==> src/rtl/i2c_tgt_pkg.sv <==
package i2c_tgt_pkg;

    localparam int BYTE_W = 8;
    localparam int DEV_W  = 7;

    typedef enum logic [3:0] {
        ST_IDLE,
        ST_DEV,
        ST_ACK_DEV,
        ST_REG,
        ST_WDATA,
        ST_ACK_RX,
        ST_TX,
        ST_MACK,
        ST_WAIT
    } tgt_state_t;

    typedef struct packed {
        logic rise;
        logic fall;
        logic start;
        logic stop;
        logic sda;
    } bus_evt_t;

    function automatic logic [DEV_W-1:0] make_dev_id(input logic [DEV_W-1:0] base,
                                                      input int sel_bit,
                                                      input logic sel);
        logic [DEV_W-1:0] r;
        r = base;
        r[sel_bit] = sel;
        return r;
    endfunction

endpackage

==> src/rtl/i2c_tgt_sync.sv <==
module i2c_tgt_sync
    import i2c_tgt_pkg::*;
#(
    parameter int STAGES = 2
) (
    input  logic     clk,
    input  logic     rst,
    input  logic     scl_in,
    input  logic     sda_in,
    output bus_evt_t evt,
    output logic     scl_lvl
);
    logic [STAGES-1:0] scl_sh;
    logic [STAGES-1:0] sda_sh;
    logic              scl_d;
    logic              sda_d;
    logic              scl_s;
    logic              sda_s;

    always_ff @(posedge clk) begin
        if (rst) begin
            scl_sh <= '1;
            sda_sh <= '1;
            scl_d  <= 1'b1;
            sda_d  <= 1'b1;
        end else begin
            scl_sh <= {scl_sh[STAGES-2:0], scl_in};
            sda_sh <= {sda_sh[STAGES-2:0], sda_in};
            scl_d  <= scl_s;
            sda_d  <= sda_s;
        end
    end

    assign scl_s = scl_sh[STAGES-1];
    assign sda_s = sda_sh[STAGES-1];

    always_comb begin
        evt.rise  = scl_s & ~scl_d;
        evt.fall  = ~scl_s & scl_d;
        evt.start = scl_s & scl_d & sda_d & ~sda_s;
        evt.stop  = scl_s & scl_d & ~sda_d & sda_s;
        evt.sda   = sda_s;
    end

    assign scl_lvl = scl_s;

endmodule

==> src/rtl/i2c_tgt_ctrl.sv <==
module i2c_tgt_ctrl
    import i2c_tgt_pkg::*;
#(
    parameter int               ADDR_W   = 8,
    parameter logic [DEV_W-1:0] DEV_BASE = 7'h34,
    parameter int               SEL_BIT  = 0
) (
    input  logic              clk,
    input  logic              rst,
    input  bus_evt_t          evt,
    input  logic              scl_lvl,
    input  logic              addr_sel,
    output logic              sda_oe,
    output logic              wr_en,
    output logic [ADDR_W-1:0] wr_addr,
    output logic [BYTE_W-1:0] wr_data,
    output logic [ADDR_W-1:0] rd_addr,
    input  logic [BYTE_W-1:0] rd_data
);
    localparam int CNT_W = $clog2(BYTE_W + 1);
    localparam logic [CNT_W-1:0] FULL = CNT_W'(BYTE_W);

    tgt_state_t        state;
    logic [CNT_W-1:0]  bit_cnt;
    logic [BYTE_W-1:0] rx_sr;
    logic [BYTE_W-1:0] tx_sr;
    logic [ADDR_W-1:0] ptr;
    logic              rd_dir;
    logic              mack_n;
    logic [DEV_W-1:0]  dev_id;

    assign dev_id  = make_dev_id(DEV_BASE, SEL_BIT, addr_sel);
    assign rd_addr = ptr;

    always_ff @(posedge clk) begin
        if (rst) begin
            state   <= ST_IDLE;
            bit_cnt <= '0;
            rx_sr   <= '0;
            tx_sr   <= '0;
            ptr     <= '0;
            rd_dir  <= 1'b0;
            mack_n  <= 1'b1;
            sda_oe  <= 1'b0;
            wr_en   <= 1'b0;
            wr_addr <= '0;
            wr_data <= '0;
        end else begin
            wr_en <= 1'b0;
            if (evt.start) begin
                state   <= ST_DEV;
                bit_cnt <= '0;
                sda_oe  <= 1'b0;
            end else if (evt.stop) begin
                state   <= ST_IDLE;
                bit_cnt <= '0;
                sda_oe  <= 1'b0;
            end else begin
                case (state)
                    ST_DEV, ST_REG, ST_WDATA: begin
                        if (evt.rise) begin
                            rx_sr   <= {rx_sr[BYTE_W-2:0], evt.sda};
                            bit_cnt <= bit_cnt + 1'b1;
                        end else if (evt.fall && bit_cnt == FULL) begin
                            bit_cnt <= '0;
                            if (state == ST_DEV) begin
                                if (rx_sr[BYTE_W-1:1] == dev_id) begin
                                    sda_oe <= 1'b1;
                                    rd_dir <= rx_sr[0];
                                    state  <= ST_ACK_DEV;
                                end else begin
                                    state <= ST_WAIT;
                                end
                            end else if (state == ST_REG) begin
                                ptr    <= rx_sr[ADDR_W-1:0];
                                sda_oe <= 1'b1;
                                state  <= ST_ACK_RX;
                            end else begin
                                wr_en   <= 1'b1;
                                wr_addr <= ptr;
                                wr_data <= rx_sr;
                                ptr     <= ptr + 1'b1;
                                sda_oe  <= 1'b1;
                                state   <= ST_ACK_RX;
                            end
                        end
                    end
                    ST_ACK_DEV: begin
                        if (evt.fall) begin
                            if (rd_dir) begin
                                tx_sr   <= rd_data;
                                ptr     <= ptr + 1'b1;
                                sda_oe  <= ~rd_data[BYTE_W-1];
                                bit_cnt <= CNT_W'(1);
                                state   <= ST_TX;
                            end else begin
                                sda_oe <= 1'b0;
                                state  <= ST_REG;
                            end
                        end
                    end
                    ST_ACK_RX: begin
                        if (evt.fall) begin
                            sda_oe <= 1'b0;
                            state  <= ST_WDATA;
                        end
                    end
                    ST_TX: begin
                        if (evt.fall) begin
                            if (bit_cnt == FULL) begin
                                sda_oe <= 1'b0;
                                state  <= ST_MACK;
                            end else begin
                                sda_oe  <= ~tx_sr[BYTE_W-2];
                                tx_sr   <= {tx_sr[BYTE_W-2:0], 1'b0};
                                bit_cnt <= bit_cnt + 1'b1;
                            end
                        end
                    end
                    ST_MACK: begin
                        if (evt.rise) begin
                            mack_n <= evt.sda;
                        end else if (evt.fall) begin
                            if (!mack_n) begin
                                tx_sr   <= rd_data;
                                ptr     <= ptr + 1'b1;
                                sda_oe  <= ~rd_data[BYTE_W-1];
                                bit_cnt <= CNT_W'(1);
                                state   <= ST_TX;
                            end else begin
                                state <= ST_WAIT;
                            end
                        end
                    end
                    default: ;
                endcase
            end
        end
    end


    sda_hold_chk: assert property (@(posedge clk) disable iff (rst)
        (!$stable(sda_oe) && !$past(evt.start) && !$past(evt.stop)) |-> !$past(scl_lvl));


    wr_pulse_chk: assert property (@(posedge clk) disable iff (rst)
        wr_en |=> !wr_en);


    wr_ptr_chk: assert property (@(posedge clk) disable iff (rst)
        wr_en |-> (ptr == ADDR_W'(wr_addr + 1'b1)));


    stop_release_chk: assert property (@(posedge clk) disable iff (rst)
        evt.stop |=> (state == ST_IDLE && !sda_oe && !wr_en));


    wait_quiet_chk: assert property (@(posedge clk) disable iff (rst)
        (state == ST_WAIT && $past(state) == ST_WAIT) |-> !sda_oe);

endmodule

==> src/rtl/i2c_tgt_regs.sv <==
module i2c_tgt_regs
    import i2c_tgt_pkg::*;
#(
    parameter int               ADDR_W      = 8,
    parameter logic [DEV_W-1:0] DEV_BASE    = 7'h34,
    parameter int               SEL_BIT     = 0,
    parameter int               SYNC_STAGES = 2
) (
    input  logic              clk,
    input  logic              rst,
    input  logic              scl_i,
    input  logic              sda_i,
    output logic              sda_oe,
    input  logic              addr_sel,
    output logic              wr_en,
    output logic [ADDR_W-1:0] wr_addr,
    output logic [BYTE_W-1:0] wr_data,
    output logic [ADDR_W-1:0] rd_addr,
    input  logic [BYTE_W-1:0] rd_data
);
    bus_evt_t evt;
    logic     scl_lvl;

    i2c_tgt_sync #(.STAGES(SYNC_STAGES)) sync_i (
        .clk     (clk),
        .rst     (rst),
        .scl_in  (scl_i),
        .sda_in  (sda_i),
        .evt     (evt),
        .scl_lvl (scl_lvl)
    );

    i2c_tgt_ctrl #(
        .ADDR_W   (ADDR_W),
        .DEV_BASE (DEV_BASE),
        .SEL_BIT  (SEL_BIT)
    ) ctrl_i (
        .clk      (clk),
        .rst      (rst),
        .evt      (evt),
        .scl_lvl  (scl_lvl),
        .addr_sel (addr_sel),
        .sda_oe   (sda_oe),
        .wr_en    (wr_en),
        .wr_addr  (wr_addr),
        .wr_data  (wr_data),
        .rd_addr  (rd_addr),
        .rd_data  (rd_data)
    );

endmodule

==> config.mk <==
export PLATFORM = sky130hd
export DESIGN_NAME = i2c_tgt_regs
export DESIGN_NICKNAME = d
export VERILOG_FILES = /design/src/rtl/i2c_tgt_pkg.sv /design/src/rtl/i2c_tgt_sync.sv /design/src/rtl/i2c_tgt_ctrl.sv /design/src/rtl/i2c_tgt_regs.sv
export SDC_FILE = /design/constraint.sdc
export NUM_CORES = 1
export LEC_CHECK = 0
export BUFFER_PORTS_ARGS = -buffer_cell sky130_fd_sc_hd__buf_2
export CAP_MARGIN = 20
export CORE_MARGIN = 4
export CORE_UTILIZATION = 50
export DETAILED_ROUTE_END_ITERATION = 10
export PLACE_DENSITY = 0.81
export REMOVE_ABC_BUFFERS = 1
export SYNTH_ARGS = -nofsm -noshare
export SYNTH_HDL_FRONTEND = slang
export SYNTH_SLANG_ARGS = --single-unit
==> constraint.sdc <==
create_clock -name clk -period 2.4 [get_ports clk]
set_clock_uncertainty 0.05 [all_clocks]
set_input_delay 0.24 -clock clk [delete_from_list [all_inputs] [get_ports clk]]
set_output_delay 0.24 -clock clk [all_outputs]
set_load 0.02 [all_outputs]
==> metrics, run 1 <==
status=finished, final reports clean; Worst slew margin=61.59%; initial antenna violation count=0; I/O Pins=39; Seq cells post-synth=57; n_diodes=0; Longest Clk Path Bufs=2; final setup margin=0.1621 ns; Num CTS Buffers=9; R2R depth=5; Max Fclk=0.4468 GHz; WP data required=2.58 ns; Avg Cell Area, Syn=8.295 um^2; CTS tree=done; # setup viols final=0; Finished Cell Area=3349 um^2; total wire length=6.747 mm; pwr dens=579.6 nW/um^2; dpl hpwl=4.647 mm; Worst Setup Start Kind=flop; core region area=5540 um^2; Vias/cell=5.861; die extent in x=83.98 um; final worst path period share=93.25%; most common flop cell mapped by yosys=dfxtp_1; multi-input logic area=1613 um^2; worst slew pin tran=0.5740 ns; Overall Global Routing Usage=20.32%; die area=7053 um^2; DR WL/cell=14.67 um; critical path data arrival time=2.42 ns; placed inst area=3159 um^2; Final nets=401; Initial Utilization=52.10%; Hold Path Origin=sda_i; Final Critical Period=2.238 ns; flop2flop setup slack=0.16 ns; CTS Sinks=57; Hold Crit Class=input port to flop; synthesis-to-finish area growth=16.04%; Seq/Total Area, Yosys=39.53%; number of DRC markers in iteration 0=275; # rows=27; RePlAce Congestion=0.9717; DIE HEIGHT=83.98 um; synthesized cell area=2887 um^2; Hold Path Depth=2; Reg area=1141 um^2; Root Driver=clkbuf_8; Final Power=1.941 mW; vias in the first global route=2,497; post-CTS setup buffer count=0; WHS=0.04327 ns; FF-to-FF End=ctrl_i.rd_addr[4]; Distinct cells, synth=55; pre-CTS setup slack=0.2426 ns; crit path kind=flop to flop; # DRC=0; clk_lat worst skew=0.33 ns; number of gates resized after CTS=0; worst hold endpoint=sync_i.sda_sh[0]; Lkg Pwr=1.277 nW; final core occ=60.46%; remaining antenna violation count after routing=0; reg2reg start=ctrl_i.state[0]; layout cells sized above 1=20.62%; Fillers=499; Hold Fails Final Rpt=0; I/O Buffers=38; max-slew violations=0; CTS clk-pin slew, worst paths=0.07 ns; RSZ-0062 raised after global routing=no; DRT Pass-1 Iters=5; first-pass GRT wire length=11.73 mm; Max-Cap Viols=0; YS warnings=0; CP max FO=11; GR Overflow Total=0; kind of end point of the critical path=flop; Synth async-reset ratio=0%; Vias=2,696; largest net degree at the start of global routing=39; Cells after Synth=348; hold buffer count at cts=0; H-tree Lvls=3; worst vdd ir=0.0004676 V; Post-synth EDFFs=0
## routing by layer
metal,vias up,share of wire [%],track usage (%)
met5,-,0,0
met4,0,1.3,9.064
met3,8,5.1,4.442
met2,89,46,30.59
met1,1275,47,27.75
li1,1324,-,-
## state kept, by name (all words and copies together) (netlist names)
name / flops
ctrl_i.wr_addr: 8
ctrl_i.sda_oe: 1
ctrl_i.wr_en: 1
sync_i.scl_sh: 2
sync_i.sda_sh: 2
ctrl_i.wr_data: 8
ctrl_i.rd_dir: 1
ctrl_i.mack_n: 1
ctrl_i.state: 4
ctrl_i.tx_sr: 7
ctrl_i.bit_cnt: 4
sync_i.sda_d: 1
ctrl_i.rx_sr: 8
sync_i.scl_d: 1
ctrl_i.rd_addr: 8
## kinds of logic after synthesis
group	share of synthesized area, %
AO/OA/AOI/OAI	21.24
XOR/XNOR	1.517
adder cells (fa/ha/maj)	1.301
buffers and inverters	4.811
flip-flops	39.53
multiplexers	7.629
AND/OR/NAND/NOR	23.97
## worst max-delay path, cell delays in order (launching register included)
cell,delay [ns]
dfxtp_1,0.41
nor2b_1,0.38
nor4_1,0.11
or4_4,0.50
or2_0,0.38
a31o_2,0.31
## report_power, final
| group | leakage (nW) | switching, mW | total (mW) | internal [mW] |
|---|---|---|---|---|
| Combinational | 0.725 | 0.0721 | 0.120 | 0.0474 |
| Sequential | 0.460 | 0.00618 | 0.958 | 0.952 |
| Clock | 0.0913 | 0.369 | 0.863 | 0.495 |
| Total | 1.28 | 0.447 | 1.94 | 1.49 |
## worst max path at each step
stage                               start                end  slack (ns)
after floorplan           ctrl_i.state[0]    ctrl_i.tx_sr[1]       -0.15
after global placement    ctrl_i.state[2]  ctrl_i.rd_addr[4]        0.30
after detailed placement  ctrl_i.state[0]  ctrl_i.rd_addr[4]        0.24
after CTS                 ctrl_i.state[0]  ctrl_i.rd_addr[4]        0.22
after global routing      ctrl_i.state[0]  ctrl_i.rd_addr[5]        0.05
final                     ctrl_i.state[0]  ctrl_i.rd_addr[4]        0.16
## cell usage after synthesis, drive strengths merged, types with 2 or more instances
cell type | n | area (um^2)
a211o | 2 | 17.52
a211oi | 7 | 52.55
a21o | 3 | 22.52
a21oi | 32 | 160.2
a311oi | 6 | 52.55
a31o | 3 | 26.28
a31oi | 6 | 37.54
and2 | 3 | 21.27
and4 | 2 | 17.52
buf | 6 | 41.28
clkbuf | 21 | 78.83
dfxtp | 57 | 1141
ha | 3 | 37.54
inv | 4 | 15.01
mux2i | 22 | 220.2
nand2 | 51 | 191.4
nand2b | 10 | 62.56
nand3 | 9 | 45.04
nand3b | 3 | 22.52
nand4 | 2 | 12.51
nor2 | 20 | 75.07
nor2b | 8 | 50.05
nor3 | 5 | 25.02
nor4 | 4 | 25.02
nor4b | 2 | 17.52
nor4bb | 2 | 20.02
o211ai | 3 | 22.52
o21a | 2 | 15.01
o21ai | 9 | 45.04
o22ai | 3 | 18.77
o311ai | 3 | 26.28
o31ai | 5 | 37.54
or2 | 8 | 50.05
or3 | 2 | 12.51
or4 | 2 | 18.77
xnor2 | 3 | 26.28
xor2 | 2 | 17.52
## cells in the final DEF, fill, tap and decap left out, types with 6 or more instances in the layout
master and count:
dfxtp_1 57, nand2_1 51, buf_2 38, a21oi_1 32
mux2i_1 22, nor2_1 20, buf_4 15, nand2b_1 10
clkbuf_8 10, nand3_1 9, o21ai_0 9, nor2b_1 8
or2_2 7, a211oi_1 7, a311oi_1 6, a31oi_1 6
## area by class of cell
class / instances / share of cell area [%]
Multi-Input combinational cell: 259 / 48.15
Timing Repair Buffer: 53 / 9.040
Inverter: 5 / 0.5603
Tap cell: 72 / 2.690
Clock inverter: 3 / 1.270
Sequential cell: 57 / 34.07
Clock buffer: 11 / 4.221
## metrics by stage
step / std cells / TNS (ns)
floorplan: 321 / -1.022
global placement: 446 / 0
detailed placement: 446 / 0
CTS: 460 / 0
global route: 460 / 0
finish: 460 / 0
No activity file was read; power rests on OpenSTA's default activity.
==> run 2: changes to the inputs <==
--- a/config.mk
+++ b/config.mk
@@ -5,12 +5,13 @@
 export SDC_FILE = /design/constraint.sdc
 export NUM_CORES = 1
 export LEC_CHECK = 0
+export ABC_CLOCK_PERIOD_IN_PS = 2400
 export BUFFER_PORTS_ARGS = -buffer_cell sky130_fd_sc_hd__buf_2
 export CAP_MARGIN = 20
 export CORE_MARGIN = 4
-export CORE_UTILIZATION = 50
+export CORE_UTILIZATION = 30
 export DETAILED_ROUTE_END_ITERATION = 10
-export PLACE_DENSITY = 0.81
+export PLACE_DENSITY = 0.57
 export REMOVE_ABC_BUFFERS = 1
 export SYNTH_ARGS = -nofsm -noshare
 export SYNTH_HDL_FRONTEND = slang
==> metrics, run 2 (synthesized netlist as in run 1, its figures left out) <==
max-slew violations=0; commonest non-fill, non-tap cell in the layout=dfxtp_1; Lkg Pwr=1.310 nW; layout cells sized above 1=21.94%; Max-Cap Viols=0; Worst Setup Start Kind=flop; worst path buffer plus inverter count=0; # setup viols final=0; WP data required=2.58 ns; clk_lat worst skew=0.33 ns; reg2reg start=ctrl_i.state[2]; worst hold endpoint=sync_i.scl_sh[0]; Vias/cell=5.012; n_diodes=0; remaining antenna violation count after routing=0; synthesis-to-finish area growth=20.81%; FF-to-FF End=ctrl_i.rd_addr[4]; Overall Global Routing Usage=13.42%; Non-Filler Instances=521; placed inst area=3246 um^2; R2R depth=5; CTS tree=done; number of DRC markers in iteration 0=201; die extent in x=106.1 um; worst slew pin tran=0.6408 ns; critical path data arrival time=2.44 ns; DIE HEIGHT=106.1 um; CTS Sinks=57; delay-heaviest family, CP=simple AND/OR/NAND/NOR gates; crit path kind=flop to flop; # DRC=0; initial antenna violation count=0; worst vdd ir=0.0002712 V; Final Power=2.099 mW; Initial Utilization=31.09%; Num CTS Buffers=9; I/O Pins=39; Hold Path Origin=scl_i; Finished Cell Area=3487 um^2; Hold Fails Final Rpt=0; DR WL/cell=13.86 um; # rows=35; RSZ-0062 raised after global routing=no; H-tree Lvls=3; largest net degree at the start of global routing=41; I/O Buffers=38; total wire length=7.220 mm; Root Driver=clkbuf_8; vias in the first global route=2,489; Worst slew margin=57.12%; dpl hpwl=4.952 mm; kind of end point of the critical path=flop; WHS=0.03589 ns; CP max FO=15; final worst path period share=94.26%; Longest Clk Path Bufs=2; worst path cell trace=or3_1, a21oi_1, or4_4, or2_0, a31o_2; hold buffer count at cts=0; flop2flop setup slack=0.14 ns; die area=11,260 um^2; RePlAce Congestion=0.8122; status=finished, final reports clean; Max Fclk=0.4420 GHz; Final Critical Period=2.262 ns; commonest non-fill, non-tap cells in the layout=57 x dfxtp_1, 51 x nand2_1, 38 x buf_2; Hold Crit Class=input port to flop; first-pass GRT wire length=12.33 mm; slowest CP cell=or4_4; core region area=9284 um^2; GR Overflow Total=0; Hold Path Depth=2; DRT Pass-1 Iters=4; Placed Cells=505; Vias=2,611; CTS clk-pin slew, worst paths=0.07 ns; pwr dens=602.0 nW/um^2; Final nets=403; delay of the slowest critical-path stage=0.60 ns
-- run 2: worst reg2reg max path: cells and delay by family, from the launching register on --
kind | cells | cell delay, ns
AND/OR/NAND/NOR | 3 | 1.14
flip-flops | 1 | 0.59
AO/OA/AOI/OAI | 2 | 0.39
-- run 2: what timing repair did --
action                                  CTS  global route
buffers inserted                          0             0
endpoints found under the setup margin    0             8
resized for setup                         0             2
-- run 2: metal layers --
| layer | vias up | routed length (um) | track usage, % |
|---|---|---|---|
| li1 | 1324 | - | - |
| met1 | 1225 | 3600 | 18.84 |
| met2 | 52 | 3142 | 19.54 |
| met3 | 10 | 358 | 3.400 |
| met4 | 0 | 119 | 5.458 |
| met5 | - | 0 | 0 |
-- run 2: layout make-up --
class / instances / area, um^2
clock buffers: 11 / 151.4
clock inverters: 5 / 77.57
fillers: 1009 / 5797
inverters: 5 / 18.77
multi-input cells: 259 / 1619
flip-flops and latches: 57 / 1141
well taps: 129 / 161.4
repair buffers: 55 / 317.8
-- run 2: worst max path at each step --
| stage | cells after the start | slack [ns] | end | start |
|---|---|---|---|---|
| floorplan | 5 | -0.15 | ctrl_i.tx_sr[1] | ctrl_i.state[0] |
| global placement | 5 | 0.20 | ctrl_i.rd_addr[4] | ctrl_i.state[2] |
| detailed placement | 5 | 0.17 | ctrl_i.rd_addr[4] | ctrl_i.state[2] |
| CTS | 5 | 0.16 | ctrl_i.rd_addr[3] | ctrl_i.state[2] |
| global route | 9 | 0.003 | ctrl_i.tx_sr[4] | ctrl_i.bit_cnt[0] |
| finish | 5 | 0.14 | ctrl_i.rd_addr[4] | ctrl_i.state[2] |
-- run 2: through the flow --
stage | worst slack (ns) | util (%) | TNS [ns]
floorplan | -0.1547 | - | -1.022
global placement | 0.2037 | 34.96 | 0
detailed placement | 0.1668 | 34.96 | 0
CTS | 0.1561 | 37.43 | 0
global route | 0.002668 | 37.56 | 0
finish | 0.1378 | 37.56 | 0
-- run 2: where the power goes --
group / total, mW / switching [mW] / internal (mW) / leakage, nW
clock: 1.02 / 0.382 / 0.637 / 0.115
sequential: 0.959 / 0.00661 / 0.952 / 0.460
combinational: 0.122 / 0.0742 / 0.0477 / 0.735
